**src/rtl/rtc_pkg.sv**
```systemverilog
package rtc_pkg;
  localparam int PER_W  = 32;
  localparam int SEC_W  = 48;
  localparam int NS_W   = 32;
  localparam int FRAC_W = 8;
  localparam int ACC_W  = 38;
  localparam int ADDR_W = 3;
  localparam int NS_PAD = NS_W - (ACC_W - FRAC_W);
  localparam logic [ACC_W-1:0] ACC_MOD = ACC_W'(64'd256_000_000_000);
  localparam logic [PER_W-1:0] NS_MAX  = PER_W'(32'd999_999_999);

  typedef enum logic [ADDR_W-1:0] {
    SEL_BASE   = 3'd0,
    SEL_TRIM   = 3'd1,
    SEL_COUNT  = 3'd2,
    SEL_SEC_LO = 3'd3,
    SEL_SEC_HI = 3'd4,
    SEL_NS     = 3'd5,
    SEL_LOAD   = 3'd6
  } reg_sel_e;

  typedef struct packed {
    logic             wrap;
    logic [ACC_W-1:0] acc;
  } acc_res_t;

  // Base plus optional signed trim, clamped to [0, 2^PER_W-1].
  function automatic logic [PER_W-1:0] trim_step(input logic [PER_W-1:0] base,
                                                 input logic [PER_W-1:0] trim,
                                                 input logic use_trim);
    logic [PER_W+1:0] sum;
    sum = {2'b00, base} + (use_trim ? {{2{trim[PER_W-1]}}, trim} : '0);
    if (sum[PER_W+1] || sum == '0) return '0;
    else if (sum[PER_W])           return '1;
    else                           return sum[PER_W-1:0];
  endfunction

  // One accumulator step with rollover at the fixed modulo.
  function automatic acc_res_t acc_advance(input logic [ACC_W-1:0] acc,
                                           input logic [PER_W-1:0] step);
    acc_res_t r;
    logic [ACC_W:0] t;
    t = {1'b0, acc} + {{(ACC_W+1-PER_W){1'b0}}, step};
    if (t >= {1'b0, ACC_MOD}) begin
      r.wrap = 1'b1;
      r.acc  = ACC_W'(t - {1'b0, ACC_MOD});
    end else begin
      r.wrap = 1'b0;
      r.acc  = t[ACC_W-1:0];
    end
    return r;
  endfunction

  // Staged nanoseconds to accumulator units, clamped below one second.
  function automatic logic [ACC_W-1:0] ns_to_acc(input logic [PER_W-1:0] ns);
    logic [ACC_W-1:0] v;
    v = ACC_W'((ns > NS_MAX) ? NS_MAX : ns);
    return v << FRAC_W;
  endfunction
endpackage

```
**src/rtl/rtc_regs.sv**
```systemverilog
module rtc_regs
  import rtc_pkg::*;
#(
  parameter logic [PER_W-1:0] RST_PERIOD = 2048
) (
  input  logic              clk,
  input  logic              rst_n,
  input  logic              wr_en,
  input  logic [ADDR_W-1:0] wr_addr,
  input  logic [PER_W-1:0]  wr_data,
  output logic [PER_W-1:0]  base_q,
  output logic [PER_W-1:0]  trim_q,
  output logic              trim_active,
  output logic              adj_done,
  output logic [SEC_W-1:0]  stage_sec,
  output logic [PER_W-1:0]  stage_ns,
  output logic              load_cmd
);
  logic [PER_W-1:0] left_q;
  logic count_wr;

  assign count_wr    = wr_en && (wr_addr == SEL_COUNT);
  assign load_cmd    = wr_en && (wr_addr == SEL_LOAD);
  assign trim_active = (left_q != '0);

  always_ff @(posedge clk or negedge rst_n) begin
    if (!rst_n) begin
      base_q    <= RST_PERIOD;
      trim_q    <= '0;
      stage_sec <= '0;
      stage_ns  <= '0;
    end else if (wr_en) begin
      case (wr_addr)
        SEL_BASE:   base_q <= wr_data;
        SEL_TRIM:   trim_q <= wr_data;
        SEL_SEC_LO: stage_sec[PER_W-1:0] <= wr_data;
        SEL_SEC_HI: stage_sec[SEC_W-1:PER_W] <= wr_data[SEC_W-PER_W-1:0];
        SEL_NS:     stage_ns <= wr_data;
        default: ;
      endcase
    end
  end

  always_ff @(posedge clk or negedge rst_n) begin
    if (!rst_n) begin
      left_q   <= '0;
      adj_done <= 1'b0;
    end else if (count_wr) begin
      left_q   <= wr_data;
      adj_done <= (wr_data == '0);
    end else if (trim_active) begin
      left_q <= left_q - 1'b1;
      if (left_q == PER_W'(1)) adj_done <= 1'b1;
    end
  end

  p_done_at_end_r6: assert property (@(posedge clk) disable iff (!rst_n)
    (left_q == PER_W'(1) && !count_wr) |=> adj_done);
  p_request_clears_r6: assert property (@(posedge clk) disable iff (!rst_n)
    (count_wr && wr_data != '0) |=> (!adj_done && trim_active));
endmodule

```
**src/rtl/rtc_preadd.sv**
```systemverilog
module rtc_preadd
  import rtc_pkg::*;
(
  input  logic             clk,
  input  logic             rst_n,
  input  logic [PER_W-1:0] base_q,
  input  logic [PER_W-1:0] trim_q,
  input  logic             trim_active,
  output logic [PER_W-1:0] step_q
);
  logic [PER_W+1:0] raw_sum;
  logic sum_nonpos, sum_over;

  assign raw_sum    = {2'b00, base_q} + (trim_active ? {{2{trim_q[PER_W-1]}}, trim_q} : '0);
  assign sum_nonpos = raw_sum[PER_W+1] || (raw_sum == '0);
  assign sum_over   = !raw_sum[PER_W+1] && raw_sum[PER_W];

  always_ff @(posedge clk or negedge rst_n) begin
    if (!rst_n) step_q <= '0;
    else        step_q <= trim_step(base_q, trim_q, trim_active);
  end

  p_clamp_zero_r7: assert property (@(posedge clk) disable iff (!rst_n)
    sum_nonpos |=> (step_q == '0));
  p_saturate_r8: assert property (@(posedge clk) disable iff (!rst_n)
    sum_over |=> (&step_q));
endmodule

```
**src/rtl/rtc_accum.sv**
```systemverilog
module rtc_accum
  import rtc_pkg::*;
(
  input  logic             clk,
  input  logic             rst_n,
  input  logic [PER_W-1:0] step_q,
  input  logic             load_cmd,
  input  logic [SEC_W-1:0] stage_sec,
  input  logic [PER_W-1:0] stage_ns,
  output logic [SEC_W-1:0] sec_q,
  output logic [ACC_W-1:0] acc_q
);
  acc_res_t nxt;
  logic wrap_evt;

  assign nxt      = acc_advance(acc_q, step_q);
  assign wrap_evt = nxt.wrap;

  always_ff @(posedge clk or negedge rst_n) begin
    if (!rst_n) begin
      sec_q <= '0;
      acc_q <= '0;
    end else if (load_cmd) begin
      sec_q <= stage_sec;
      acc_q <= ns_to_acc(stage_ns);
    end else begin
      acc_q <= nxt.acc;
      if (wrap_evt) sec_q <= sec_q + 1'b1;
    end
  end

  p_acc_below_mod_r3: assert property (@(posedge clk) disable iff (!rst_n)
    acc_q < ACC_MOD);
  p_wrap_sec_r3: assert property (@(posedge clk) disable iff (!rst_n)
    (wrap_evt && !load_cmd) |=> (sec_q == $past(sec_q) + 1'b1));
  p_advance_r2: assert property (@(posedge clk) disable iff (!rst_n)
    (!wrap_evt && !load_cmd) |=> (acc_q == $past(acc_q) + ACC_W'($past(step_q))));
  p_monotonic_r7: assert property (@(posedge clk) disable iff (!rst_n)
    !load_cmd |=> ({sec_q, acc_q} >= $past({sec_q, acc_q})));
  p_load_r9: assert property (@(posedge clk) disable iff (!rst_n)
    load_cmd |=> (sec_q == $past(stage_sec) && acc_q[FRAC_W-1:0] == '0));
endmodule

```
**src/rtl/rtc_adjustable.sv**
```systemverilog
module rtc_adjustable
  import rtc_pkg::*;
#(
  parameter logic [PER_W-1:0] RST_PERIOD = 2048
) (
  input  logic              clk,
  input  logic              rst_n,
  input  logic              wr_en,
  input  logic [ADDR_W-1:0] wr_addr,
  input  logic [PER_W-1:0]  wr_data,
  output logic [SEC_W-1:0]  time_sec,
  output logic [NS_W-1:0]   time_ns,
  output logic              adj_done
);
  logic [PER_W-1:0] base_q, trim_q, stage_ns, step_q;
  logic [SEC_W-1:0] stage_sec;
  logic [ACC_W-1:0] acc_q;
  logic trim_active, load_cmd;

  rtc_regs #(.RST_PERIOD(RST_PERIOD)) i_regs (
    .clk(clk), .rst_n(rst_n), .wr_en(wr_en), .wr_addr(wr_addr), .wr_data(wr_data),
    .base_q(base_q), .trim_q(trim_q), .trim_active(trim_active), .adj_done(adj_done),
    .stage_sec(stage_sec), .stage_ns(stage_ns), .load_cmd(load_cmd)
  );

  rtc_preadd i_preadd (
    .clk(clk), .rst_n(rst_n), .base_q(base_q), .trim_q(trim_q),
    .trim_active(trim_active), .step_q(step_q)
  );

  rtc_accum i_accum (
    .clk(clk), .rst_n(rst_n), .step_q(step_q), .load_cmd(load_cmd),
    .stage_sec(stage_sec), .stage_ns(stage_ns), .sec_q(time_sec), .acc_q(acc_q)
  );

  assign time_ns = {{NS_PAD{1'b0}}, acc_q[ACC_W-1:FRAC_W]};

  p_ns_range_r4: assert property (@(posedge clk) disable iff (!rst_n)
    time_ns <= NS_W'(32'd999_999_999));
endmodule

```
**config.mk**
```make
export PLATFORM = sky130hd
export DESIGN_NAME = rtc_adjustable
export DESIGN_NICKNAME = d
export VERILOG_FILES = /design/src/rtl/rtc_pkg.sv /design/src/rtl/rtc_regs.sv /design/src/rtl/rtc_preadd.sv /design/src/rtl/rtc_accum.sv /design/src/rtl/rtc_adjustable.sv
export SDC_FILE = /design/constraint.sdc
export NUM_CORES = 1
export LEC_CHECK = 0
export BUFFER_PORTS_ARGS = -buffer_cell sky130_fd_sc_hd__buf_4
export CORE_ASPECT_RATIO = 1.25
export CORE_MARGIN = 10
export CORE_UTILIZATION = 35
export CTS_CLUSTER_DIAMETER = 80
export DETAILED_ROUTE_END_ITERATION = 10
export HOLD_SLACK_MARGIN = 0.08
export SETUP_SLACK_MARGIN = 0.4
export SLEW_MARGIN = 20
export SYNTH_ARGS = -nofsm -noshare
export SYNTH_HDL_FRONTEND = slang
export SYNTH_SLANG_ARGS = --single-unit
```
**constraint.sdc**
```tcl
create_clock -name clk -period 6.6 [get_ports clk]
set_input_delay 0.99 -clock clk [delete_from_list [all_inputs] [get_ports clk]]
set_output_delay 0.99 -clock clk [all_outputs]
set_load 0.02 [all_outputs]
```
Yosys cells after proc, flatten, opt, wreduce, memory -nomap -nowiden:

Index checks and enable logic that the tools add are counted.

* flip-flop bits (word level): 295
* latch bits: 0
* bits in writable memories: 0
* ROM bits: 0
* output and inout port bits: 81
* logic and storage cells: 53
* memories kept: 0

* add/sub/neg operators: 5
* multipliers: 0
* divide/modulo/power cells: 0
* $lt $le $gt $ge: 2
* equality and inequality tests: 7
* shift-type cells: 0
* mux-type cells: 13
* bitwise logic cells: 0
* reduce and logical (&&, ||, !) cells: 16

Operators with widths (count)
* 2-to-1 mux 32 bit: 4
* 2-to-1 mux 48 bit: 2
* adder 48 x 1 -> 48 bit, second input constant: 1
* adder 38 x 32 -> 39 bit: 1
* >= comparator 39 x 38 -> 1 bit, second input constant: 1
* 2-to-1 mux 39 bit: 1
* 2-to-1 mux 38 bit: 1
* subtractor 38 bit, second input constant: 1
* adder 32 x 34 -> 34 bit: 1
* logical NOT 34 bit: 1
* 2-to-1 mux 34 bit: 1
* equality test 32 x 1 -> 1 bit, second input constant: 1
* greater-than comparator 32 x 30 -> 1 bit, second input constant: 1
* logical NOT 32 bit: 1
* nonzero test 32 bit: 1
* subtractor 32 x 1 -> 32 bit, second input constant: 1
* 2-to-1 mux 30 bit: 1
* AND reduction 2 bit: 6
* equality test 3 bit, second input constant: 3
* equality test 3 x 2 -> 1 bit, second input constant: 2
* nonzero test 2 bit: 3
* equality test 3 x 1 -> 1 bit, second input constant: 1
* logical NOT 3 bit: 1
* 2-to-1 mux 1 bit: 3
* 2 further kinds: 3

Longest topological paths before layout:

Gate-level depths: netlist of run 1.

* depth after elaboration: 6
* gate-level depth with buffers: 24
* depth with buffers taken out: 21

Hierarchy:

Synthesis of run 1 repeated with hierarchy kept, for this count alone.

* cell total of the unflattened synthesis: 1834
* area total of the unflattened synthesis: 17848.4 sq um

Modules (own cells, without submodules)
* rtc_accum: times used 1, cells an instance 942, area each 7418.4 sq um, seq. area each 2152.1 sq um
* rtc_regs: times used 1, cells an instance 536, area each 7268.2 sq um, seq. area each 4430.5 sq um
* rtc_preadd: times used 1, cells an instance 353, area each 3143.0 sq um, seq. area each 800.8 sq um
* rtc_adjustable: times used 1, cells an instance 3, area each 18.8 sq um, seq. area each 0.0 sq um

Least setup slack after synthesis of run 1:

OpenSTA, ideal clock, no wires.

* kind: reg-to-reg
* start point: register i_regs.left_q[25]
* end point: register i_preadd.step_q[22]
* library setup time: 0.138 ns
* arrival: 5.832 ns
* slack: 0.630 ns
* stages on the path, launching flop included: 23
* clock period less this slack: 5.970 ns
* cell sequence: dfrtp_1 > or4_1 > or4_1 > nor4_1 > nand2_1 > clkbuf_1 > clkbuf_1 > and2_1 > ha_1 > fa_1 > a21o_1 > a21oi_1 > o21bai_1 > a21o_1 > a2111oi_0 > o31ai_1 > a221o_1 > and3_1 > o31ai_1 > or3_1 > a21o_1 > clkbuf_1 > o21ai_0

* word-level cells in the longest chain between the ends: 6
* elaborated cells between the ends (all ways): 7
* those cells by class: add/sub: 1; mux: 3; reduce/logical: 3

Ends and longest elaborated chain
* start: declaration: RTL line rtc_regs.sv:19 `logic [PER_W-1:0] left_q;`
* start signal: assignment: RTL line rtc_regs.sv:49 `left_q <= wr_data;`
* start signal: assignment: RTL line rtc_regs.sv:52 `left_q <= left_q - 1'b1;`
* nonzero test 32 bit *: RTL line rtc_regs.sv:24 `assign trim_active = (left_q != '0);`
* 2-to-1 mux 34 bit *: RTL line rtc_pkg.sv:32 `sum = {2'b00, base} + (use_trim ? {{2{trim[PER_W-1]}}, trim} : '0);`
* adder 32 x 34 -> 34 bit *: RTL line rtc_pkg.sv:32
* logical NOT 34 bit: RTL line rtc_pkg.sv:33 `if (sum[PER_W+1] || sum == '0) return '0;`
* logical OR 1 bit: RTL line rtc_pkg.sv:33
* 2-to-1 mux 32 bit *: RTL line rtc_pkg.sv:33
* end signal: assignment: RTL line rtc_preadd.sv:20 `else step_q <= trim_step(base_q, trim_q, trim_active);`
* end: declaration: RTL line rtc_preadd.sv:9 `output logic [PER_W-1:0] step_q`

Mark *: on every way between the ends. The rest lies on a longest branch, timed or not.
A chain may end at the register's enable or synchronous reset.

Worst setup path after layout of run 1:

* start point: register i_regs.left_q[24]
* end point: register i_preadd.step_q[0]

Same word-level chain as after synthesis.

==> flow_metrics.env, run 1 <==
export IMPL_ys_top_cells_by_count="dfrtp_1 (294), mux2_2 (144), o21ai_0 (142)"
export IMPL_start_util=0.355
export IMPL_drt_iter0_markers=735
export IMPL_p_per_area_nw_per_um2=503
export IMPL_wl_met1_um=22000
export IMPL_reg2reg_to="i_preadd.step_q[0]$_DFF_PN0_"
export IMPL_final_core_util=0.405
export IMPL_skew_ns=0.0229
export IMPL_fin_nets=1894
export IMPL_synth_mux_area_fraction=0.0974
export IMPL_core_rowCount=90
export IMPL_place_gp_congestion=0.929
export IMPL_combPwrFrac=0.522
export IMPL_synthAdderAreaFrac=0.0526
export IMPL_slew_viol_final=0
export IMPL_yosysTopAreaCell="dfrtp_1"
export IMPL_path_clk_slew_ns=0.07
export IMPL_worstRegToRegCells=22
export IMPL_cts_buffers=30
export IMPL_synth_most_common_cell="dfrtp_1"
export IMPL_crit_chain="or4_1 -> or4_1 -> nor4_1 -> buf_4 -> nand2_4 -> and2_1 -> ha_1 -> fa_1 -> a21o_1 -> a21oi_1 -> o21bai_1 -> a21o_1 -> a2111oi_1 -> buf_4 -> o31ai_1 -> a221o_1 -> and3_1 -> o31ai_2 -> or3_1 -> a21o_1 -> buf_12 -> o21ai_0"
export IMPL_synth_area_um2=17200
export IMPL_wl_met3_um=1890
export IMPL_diodes=0
export IMPL_sequentialPowerShare=0.292
export IMPL_cts_max_level=1
export IMPL_synthArstFlopShare=1.00
export IMPL_vias=13393
export IMPL_drive_gt1_frac=0.203
export IMPL_yosysSeqAreaShare=0.430
export IMPL_grt_usage=0.170
export IMPL_wirelength_um=49900
export IMPL_wl_met2_um=24800
export IMPL_synth_seq_cells=295
export IMPL_synth_top_family_by_area="compound AO/OA/AOI/OAI gates"
export IMPL_clkPwrFrac=0.186
export IMPL_swShare=0.434
export IMPL_grt_start_max_net_pins=119
export IMPL_hpwl_um=36800
export IMPL_die_h_um=268
export IMPL_timing_fmax_mhz=173
export IMPL_wl_per_cell_um=20.4
export IMPL_setup_viol=0
export IMPL_synth_compound_area_frac=0.170
export IMPL_grt_pass1_wl_um=79400
export IMPL_cp_end_kind="register"
export IMPL_cts_path_max_buffers=3
export IMPL_tns_ns=0
export IMPL_hold_violations=0
export IMPL_ff2ff_setup_slack_ns=0.82
export IMPL_drc_errors=0
export IMPL_rsz0062_at_grt="false"
export IMPL_slew_headroom=0.337
export IMPL_p_int_mw=5.58
export IMPL_p_leak_nw=8.28
export IMPL_port_buffers=116
export IMPL_cts_sinks=295
export IMPL_core_area_um2=48400
export IMPL_gr_total_overflow=0
export IMPL_grt_pass1_vias=13809
export IMPL_area_growth_pct=14.1
export IMPL_cp_arrival_ns=6.21
export IMPL_dieArea_um2=58400
export IMPL_die_w_um=218
export IMPL_synth_distinct_cells=84
export IMPL_cp_slowest_cell="or4_1"
export IMPL_clkLatencyLatePin_ns=0.58
export IMPL_critical_path_class="reg2reg"
export IMPL_peakVddDrop_mv=0.262
export IMPL_worstReg2RegStart="i_regs.left_q[24]$_DFFE_PN0P_"
export IMPL_ant_nets=0
export IMPL_dr_pass1_iters=5
export IMPL_crit_path_start="i_regs.left_q[24]$_DFFE_PN0P_"
export IMPL_min_path_type="in2async"
export IMPL_post_cts_buffers=0
export IMPL_cts_root_buf="clkbuf_16"
export IMPL_grt_antenna_before_repair=0
export IMPL_synth_top_area_frac=0.428
export IMPL_worst_setup_path_start_kind="register"
export IMPL_ys_flop_type="dfrtp_1"
export IMPL_synth_edff_count=0
export IMPL_path_max_fanout=31
export IMPL_cts_tree="built"
export IMPL_critPathMaxStageDelay_ns=0.58
export IMPL_worst_pin_slew_ns=0.995
export IMPL_endpoint="i_preadd.step_q[0]$_DFF_PN0_"
export IMPL_topRoutingLayerUsed="met4"
export IMPL_yosys_warnings=0
export IMPL_syn_area_per_cell_um2=9.94
export IMPL_p_sw_mw=4.28
export IMPL_critical_path_required_ns=7.03
export IMPL_pin_count=119
export IMPL_synthXorXnorAreaFrac=0.0617
export IMPL_viasPerCell=5.46
export IMPL_path_common_cell="a21o_1"
export IMPL_min_period_ns=5.78
export IMPL_synth_area_leaders="dfrtp_1 (43%), mux2_2 (9.4%), ha_1 (5.0%)"
export IMPL_max_cap_violations=0
export IMPL_synthCells=1728
export IMPL_status="finished, final reports clean"
export IMPL_period_share=0.876
export IMPL_yosys_area_share_simple=0.147
final cells by class:
type / count / area (um^2)
multi-input cells: 1285 / 9140
well taps: 644 / 806
clock buffers: 42 / 866
clock inverters: 14 / 204
repair buffers: 138 / 1070
flip-flops and latches: 295 / 7380
fillers: 4764 / 28800
inverters: 35 / 131
logic make-up (layout without fill, tap and decap cells):
family | after synthesis | count (layout)
xor gates and xnor gates | 121 | 121
muxes | 149 | 149
other | 1 | 2
buffers and inverters | 149 | 229
AOI/OAI and AO/OA | 442 | 442
adders and majority gates | 71 | 71
DFF | 295 | 295
and+or+nand+nor | 500 | 500
timing repair:
action                     4_1_cts  5_1_grt
hold buffers                     0        0
setup endpoints to repair       30       32
gates resized for setup          1        4
critical path, delay by kind of cell (launching register included):
family	cells	cell delay [ns]
simple gates	7	2.00
fa+ha+maj	2	0.60
buf+inv	3	0.57
flops	1	0.43
compound gates	10	2.04
worst min path at each step:
stage	from	end	slack, ns	cells after the start
final	rst_n	i_accum.acc_q[32]$_DFF_PN0_	0.46	1
after global routing	rst_n	i_accum.acc_q[32]$_DFF_PN0_	0.50	1
after CTS	i_regs.stage_sec[12]$_DFFE_PN0P_	i_accum.sec_q[12]$_DFFE_PN0P_	0.48	2
after detailed placement	i_regs.stage_sec[1]$_DFFE_PN0P_	i_accum.sec_q[1]$_DFFE_PN0P_	0.47	2
after global placement	i_regs.stage_sec[2]$_DFFE_PN0P_	i_accum.sec_q[2]$_DFFE_PN0P_	0.45	2
after floorplan	i_regs.stage_sec[10]$_DFFE_PN0P_	i_accum.sec_q[10]$_DFFE_PN0P_	0.44	2
sequential cells by signal, summed over array words and instances, names as in the netlist:
signal,flops
i_accum.sec_q,48
i_regs.stage_sec,48
i_accum.acc_q,38
i_preadd.step_q,32
i_regs.base_q,32
i_regs.left_q,32
i_regs.stage_ns,32
i_regs.trim_q,32
i_regs.adj_done,1
layout by cell type (no fill, tap or decap), types with 24 or more instances in the layout:
cell and n:
dfrtp_1 294, mux2_2 144, o21ai_0 142, nand2_1 135
buf_4 135, nor2_1 105, a21oi_1 77, ha_1 69
xnor2_1 61, xor2_1 59, and2_1 50, a21o_1 40
inv_1 35, nor3_1 31, clkbuf_16 30, nand3_1 29
a31oi_1 28, or3_1 27, nand4_1 26, o31ai_1 24
through the flow:
step	hold WS [ns]	cells	power, mW	cell area (um^2)	setup WS (ns)
after floorplan	0.444	1729	6.65	17200	0.630
after global placement	0.453	2397	7.95	18500	0.421
after detailed placement	0.465	2397	8.02	18500	0.295
after CTS	0.482	2453	9.91	19600	0.403
after global routing	0.498	2453	10.6	19600	0.373
final	0.458	2453	9.86	19600	0.821
power by group through the flow:
stage	clock, mW	combinational (mW)	sequential, mW
floorplan	0	3.83	2.82
global route	1.95	5.73	2.96
finish	1.83	5.15	2.88
global placement	0	5.05	2.90
CTS	1.88	5.15	2.88
detailed placement	0	5.11	2.91
metal layers:
layer | up-vias | track usage
li1 | 6382 | -
met1 | 6644 | 0.217
met4 | 0 | 0.0517
met2 | 303 | 0.294
met3 | 64 | 0.0189
met5 | - | 0
Power figures use the tool's default switching activity.
==> run 2, diff against run 1 <==
--- a/config.mk
+++ b/config.mk
@@ -6,7 +6,7 @@
 export NUM_CORES = 1
 export LEC_CHECK = 0
 export BUFFER_PORTS_ARGS = -buffer_cell sky130_fd_sc_hd__buf_4
-export CORE_ASPECT_RATIO = 1.25
+export CORE_ASPECT_RATIO = 1.1
 export CORE_MARGIN = 10
 export CORE_UTILIZATION = 35
 export CTS_CLUSTER_DIAMETER = 80
==> run 2 against run 1 <==
Net effect: fmax is 0.79% lower; clock power hardly changed; largest power group unchanged; global-route usage hardly changed; hold slack worse by 0.028 ns; count of clock-buffer cells in the layout is 1 lower; register-to-register slack worse by 0.05 ns.
==> flow_metrics.env, run 2 (synthesis results as in run 1) <==
export IMPL_status="finished, final reports clean"
export IMPL_critical_path_required_ns=7.01
export IMPL_p_per_area_nw_per_um2=505
export IMPL_slew_viol_final=0
export IMPL_slew_headroom=0.309
export IMPL_drive_gt1_frac=0.205
export IMPL_critical_path_class="reg2reg"
export IMPL_hold_violations=0
export IMPL_cts_max_level=1
export IMPL_largestRegisters="i_accum.sec_q: 48 flops, i_regs.stage_sec: 48 flops, i_accum.acc_q: 38 flops"
export IMPL_core_area_um2=48700
export IMPL_die_w_um=231
export IMPL_wl_per_cell_um=20.5
export IMPL_grt_start_max_net_pins=116
export IMPL_grt_antenna_before_repair=1
export IMPL_rsz0062_at_grt="false"
export IMPL_clkLatencyLatePin_ns=0.56
export IMPL_place_gp_congestion=0.929
export IMPL_min_path_type="in2async"
export IMPL_ctsHoldBuffers=0
export IMPL_wl_met2_um=23800
export IMPL_peakVddDrop_mv=0.225
export IMPL_diodes=0
export IMPL_timing_fmax_mhz=172
export IMPL_layout_commonest_cell="dfrtp_1"
export IMPL_wl_met1_um=22800
export IMPL_wl_met3_um=2440
export IMPL_power_total_mw=9.94
export IMPL_cts_sinks=295
export IMPL_cts_tree="built"
export IMPL_ant_nets=0
export IMPL_dieArea_um2=58300
export IMPL_max_cap_violations=0
export IMPL_layout_common_cells="dfrtp_1 (294), mux2_2 (144), o21ai_0 (142)"
export IMPL_topRoutingLayerUsed="met4"
export IMPL_grt_usage=0.170
export IMPL_skew_ns=0.0129
export IMPL_min_period_ns=5.83
export IMPL_path_buf_inv=4
export IMPL_start_util=0.353
export IMPL_grt_pass1_wl_um=79600
export IMPL_port_buffers=116
export IMPL_core_rowCount=85
export IMPL_die_h_um=252
export IMPL_path_clk_slew_ns=0.06
export IMPL_combPwrFrac=0.523
export IMPL_fill_cells=4845
export IMPL_clkPwrFrac=0.187
export IMPL_pin_count=119
export IMPL_p_sw_mw=4.29
export IMPL_p_int_mw=5.65
export IMPL_sequentialPowerShare=0.290
export IMPL_cp_slowest_cell="or4_1"
export IMPL_critPathMaxStageDelay_ns=0.60
export IMPL_tns_ns=0
export IMPL_gr_total_overflow=0
export IMPL_vias=13640
export IMPL_worst_setup_path_start_kind="register"
export IMPL_drc_errors=0
export IMPL_cts_buffers=30
export IMPL_area_growth_pct=14.6
export IMPL_cp_end_kind="register"
export IMPL_crit_chain="or4_1 -> or4_1 -> nor4_1 -> buf_4 -> nand2_1 -> buf_4 -> and2_1 -> fa_1 -> a21o_1 -> a21oi_1 -> o21bai_1 -> a21o_1 -> a2111oi_2 -> buf_4 -> o31ai_1 -> a221o_1 -> and3_1 -> o31ai_2 -> or3_1 -> a21o_1 -> buf_12 -> o21ai_0"
export IMPL_cts_root_buf="clkbuf_16"
export IMPL_wirelength_um=50500
export IMPL_path_max_fanout=31
export IMPL_hpwl_um=36900
export IMPL_grt_pass1_vias=13786
export IMPL_worst_pin_slew_ns=1.04
export IMPL_setup_viol=0
export IMPL_cp_arrival_ns=6.23
export IMPL_dr_pass1_iters=5
export IMPL_fin_nets=1898
export IMPL_cts_path_max_buffers=3
export IMPL_p_leak_nw=8.31
export IMPL_viasPerCell=5.54
export IMPL_timing_hold_ws_ns=0.429
export IMPL_swShare=0.432
export IMPL_drt_iter0_markers=792
export IMPL_cp_top_family="compound AO/OA/AOI/OAI gates"
export IMPL_period_share=0.883
==> run 2: cell types whose count changed in the layout (fill, tap and decap cells not counted), sizes merged <==
| cell | before | now |
|---|---|---|
| buf | 138 | 141 |
| inv | 37 | 36 |
| bufinv | 4 | 5 |
| clkinvlp | 3 | 2 |
| xnor2 | 62 | 63 |
| clkbuf | 42 | 41 |
==> run 2: layout make-up <==
type                            count  area, um^2  area share
Multi-Input combinational cell   1286        9170       0.466
Sequential cell                   295        7380       0.375
Clock inverter                     13         199      0.0101
Tap cell                          652         816      0.0415
Clock buffer                       41         883      0.0449
Inverter                           35         131     0.00668
Timing Repair Buffer              141        1090      0.0555
==> run 2: worst paths after layout <==
path / slack (ns) / start / end / cells after the start
max in group asynchronous: 4.71 / rst_n / i_accum.sec_q[14]$_DFFE_PN0P_ / 2
hold / removal: 0.43 / rst_n / i_accum.acc_q[29]$_DFF_PN0_ / 1
min in group clk: 0.48 / i_regs.stage_sec[3]$_DFFE_PN0P_ / i_accum.sec_q[3]$_DFFE_PN0P_ / 2
setup / recovery: 0.77 / i_regs.left_q[25]$_DFFE_PN0P_ / i_preadd.step_q[4]$_DFF_PN0_ / 22
setup reg to reg: 0.77 / i_regs.left_q[25]$_DFFE_PN0P_ / i_preadd.step_q[4]$_DFF_PN0_ / 22
hold reg to reg: 0.48 / i_regs.stage_sec[3]$_DFFE_PN0P_ / i_accum.sec_q[3]$_DFFE_PN0P_ / 2
==> run 2: power by group through the flow <==
stage                     clock (mW)  sequential, mW  combinational [mW]
after detailed placement           0            2.91                5.12
after CTS                       1.90            2.88                5.15
final                           1.85            2.88                5.20
after global placement             0            2.89                5.07
after floorplan                    0            2.82                3.83
after global routing            1.97            2.95                5.75
==> run 2: per-layer routing <==
metal	GRT usage	vias to the layer above
met3	0.0238	87
met5	0	-
li1	-	6413
met4	0.0589	0
met1	0.226	6788
met2	0.277	352
==> run 2: repair_timing <==
action / CTS / global route
setup endpoints to repair: 0 / 32
resized for setup: 0 / 6
setup buffers: 0 / 0
==> run 2: through the flow <==
stage | utilization | worst slack (ns) | instance area (um^2) | std cells
after floorplan | - | 0.630 | 17200 | 1729
final | 0.404 | 0.775 | 19700 | 2463
after detailed placement | 0.380 | 0.429 | 18500 | 2408
after global routing | 0.404 | 0.407 | 19700 | 2463
after CTS | 0.403 | 0.403 | 19600 | 2462
after global placement | 0.380 | 0.598 | 18500 | 2408
==> run 2: worst reg2reg max path, cell delays in order, from the launching register on <==
cell	delay, ns
dfrtp_1	0.41
or4_1	0.60
or4_1	0.45
nor4_1	0.28
buf_4	0.19
nand2_1	0.12
buf_4	0.22
and2_1	0.20
fa_1	0.43
a21o_1	0.20
a21oi_1	0.21
o21bai_1	0.10
a21o_1	0.25
a2111oi_2	0.33
buf_4	0.19
o31ai_1	0.12
a221o_1	0.34
and3_1	0.22
o31ai_2	0.24
or3_1	0.14
a21o_1	0.15
buf_12	0.16
o21ai_0	0.13
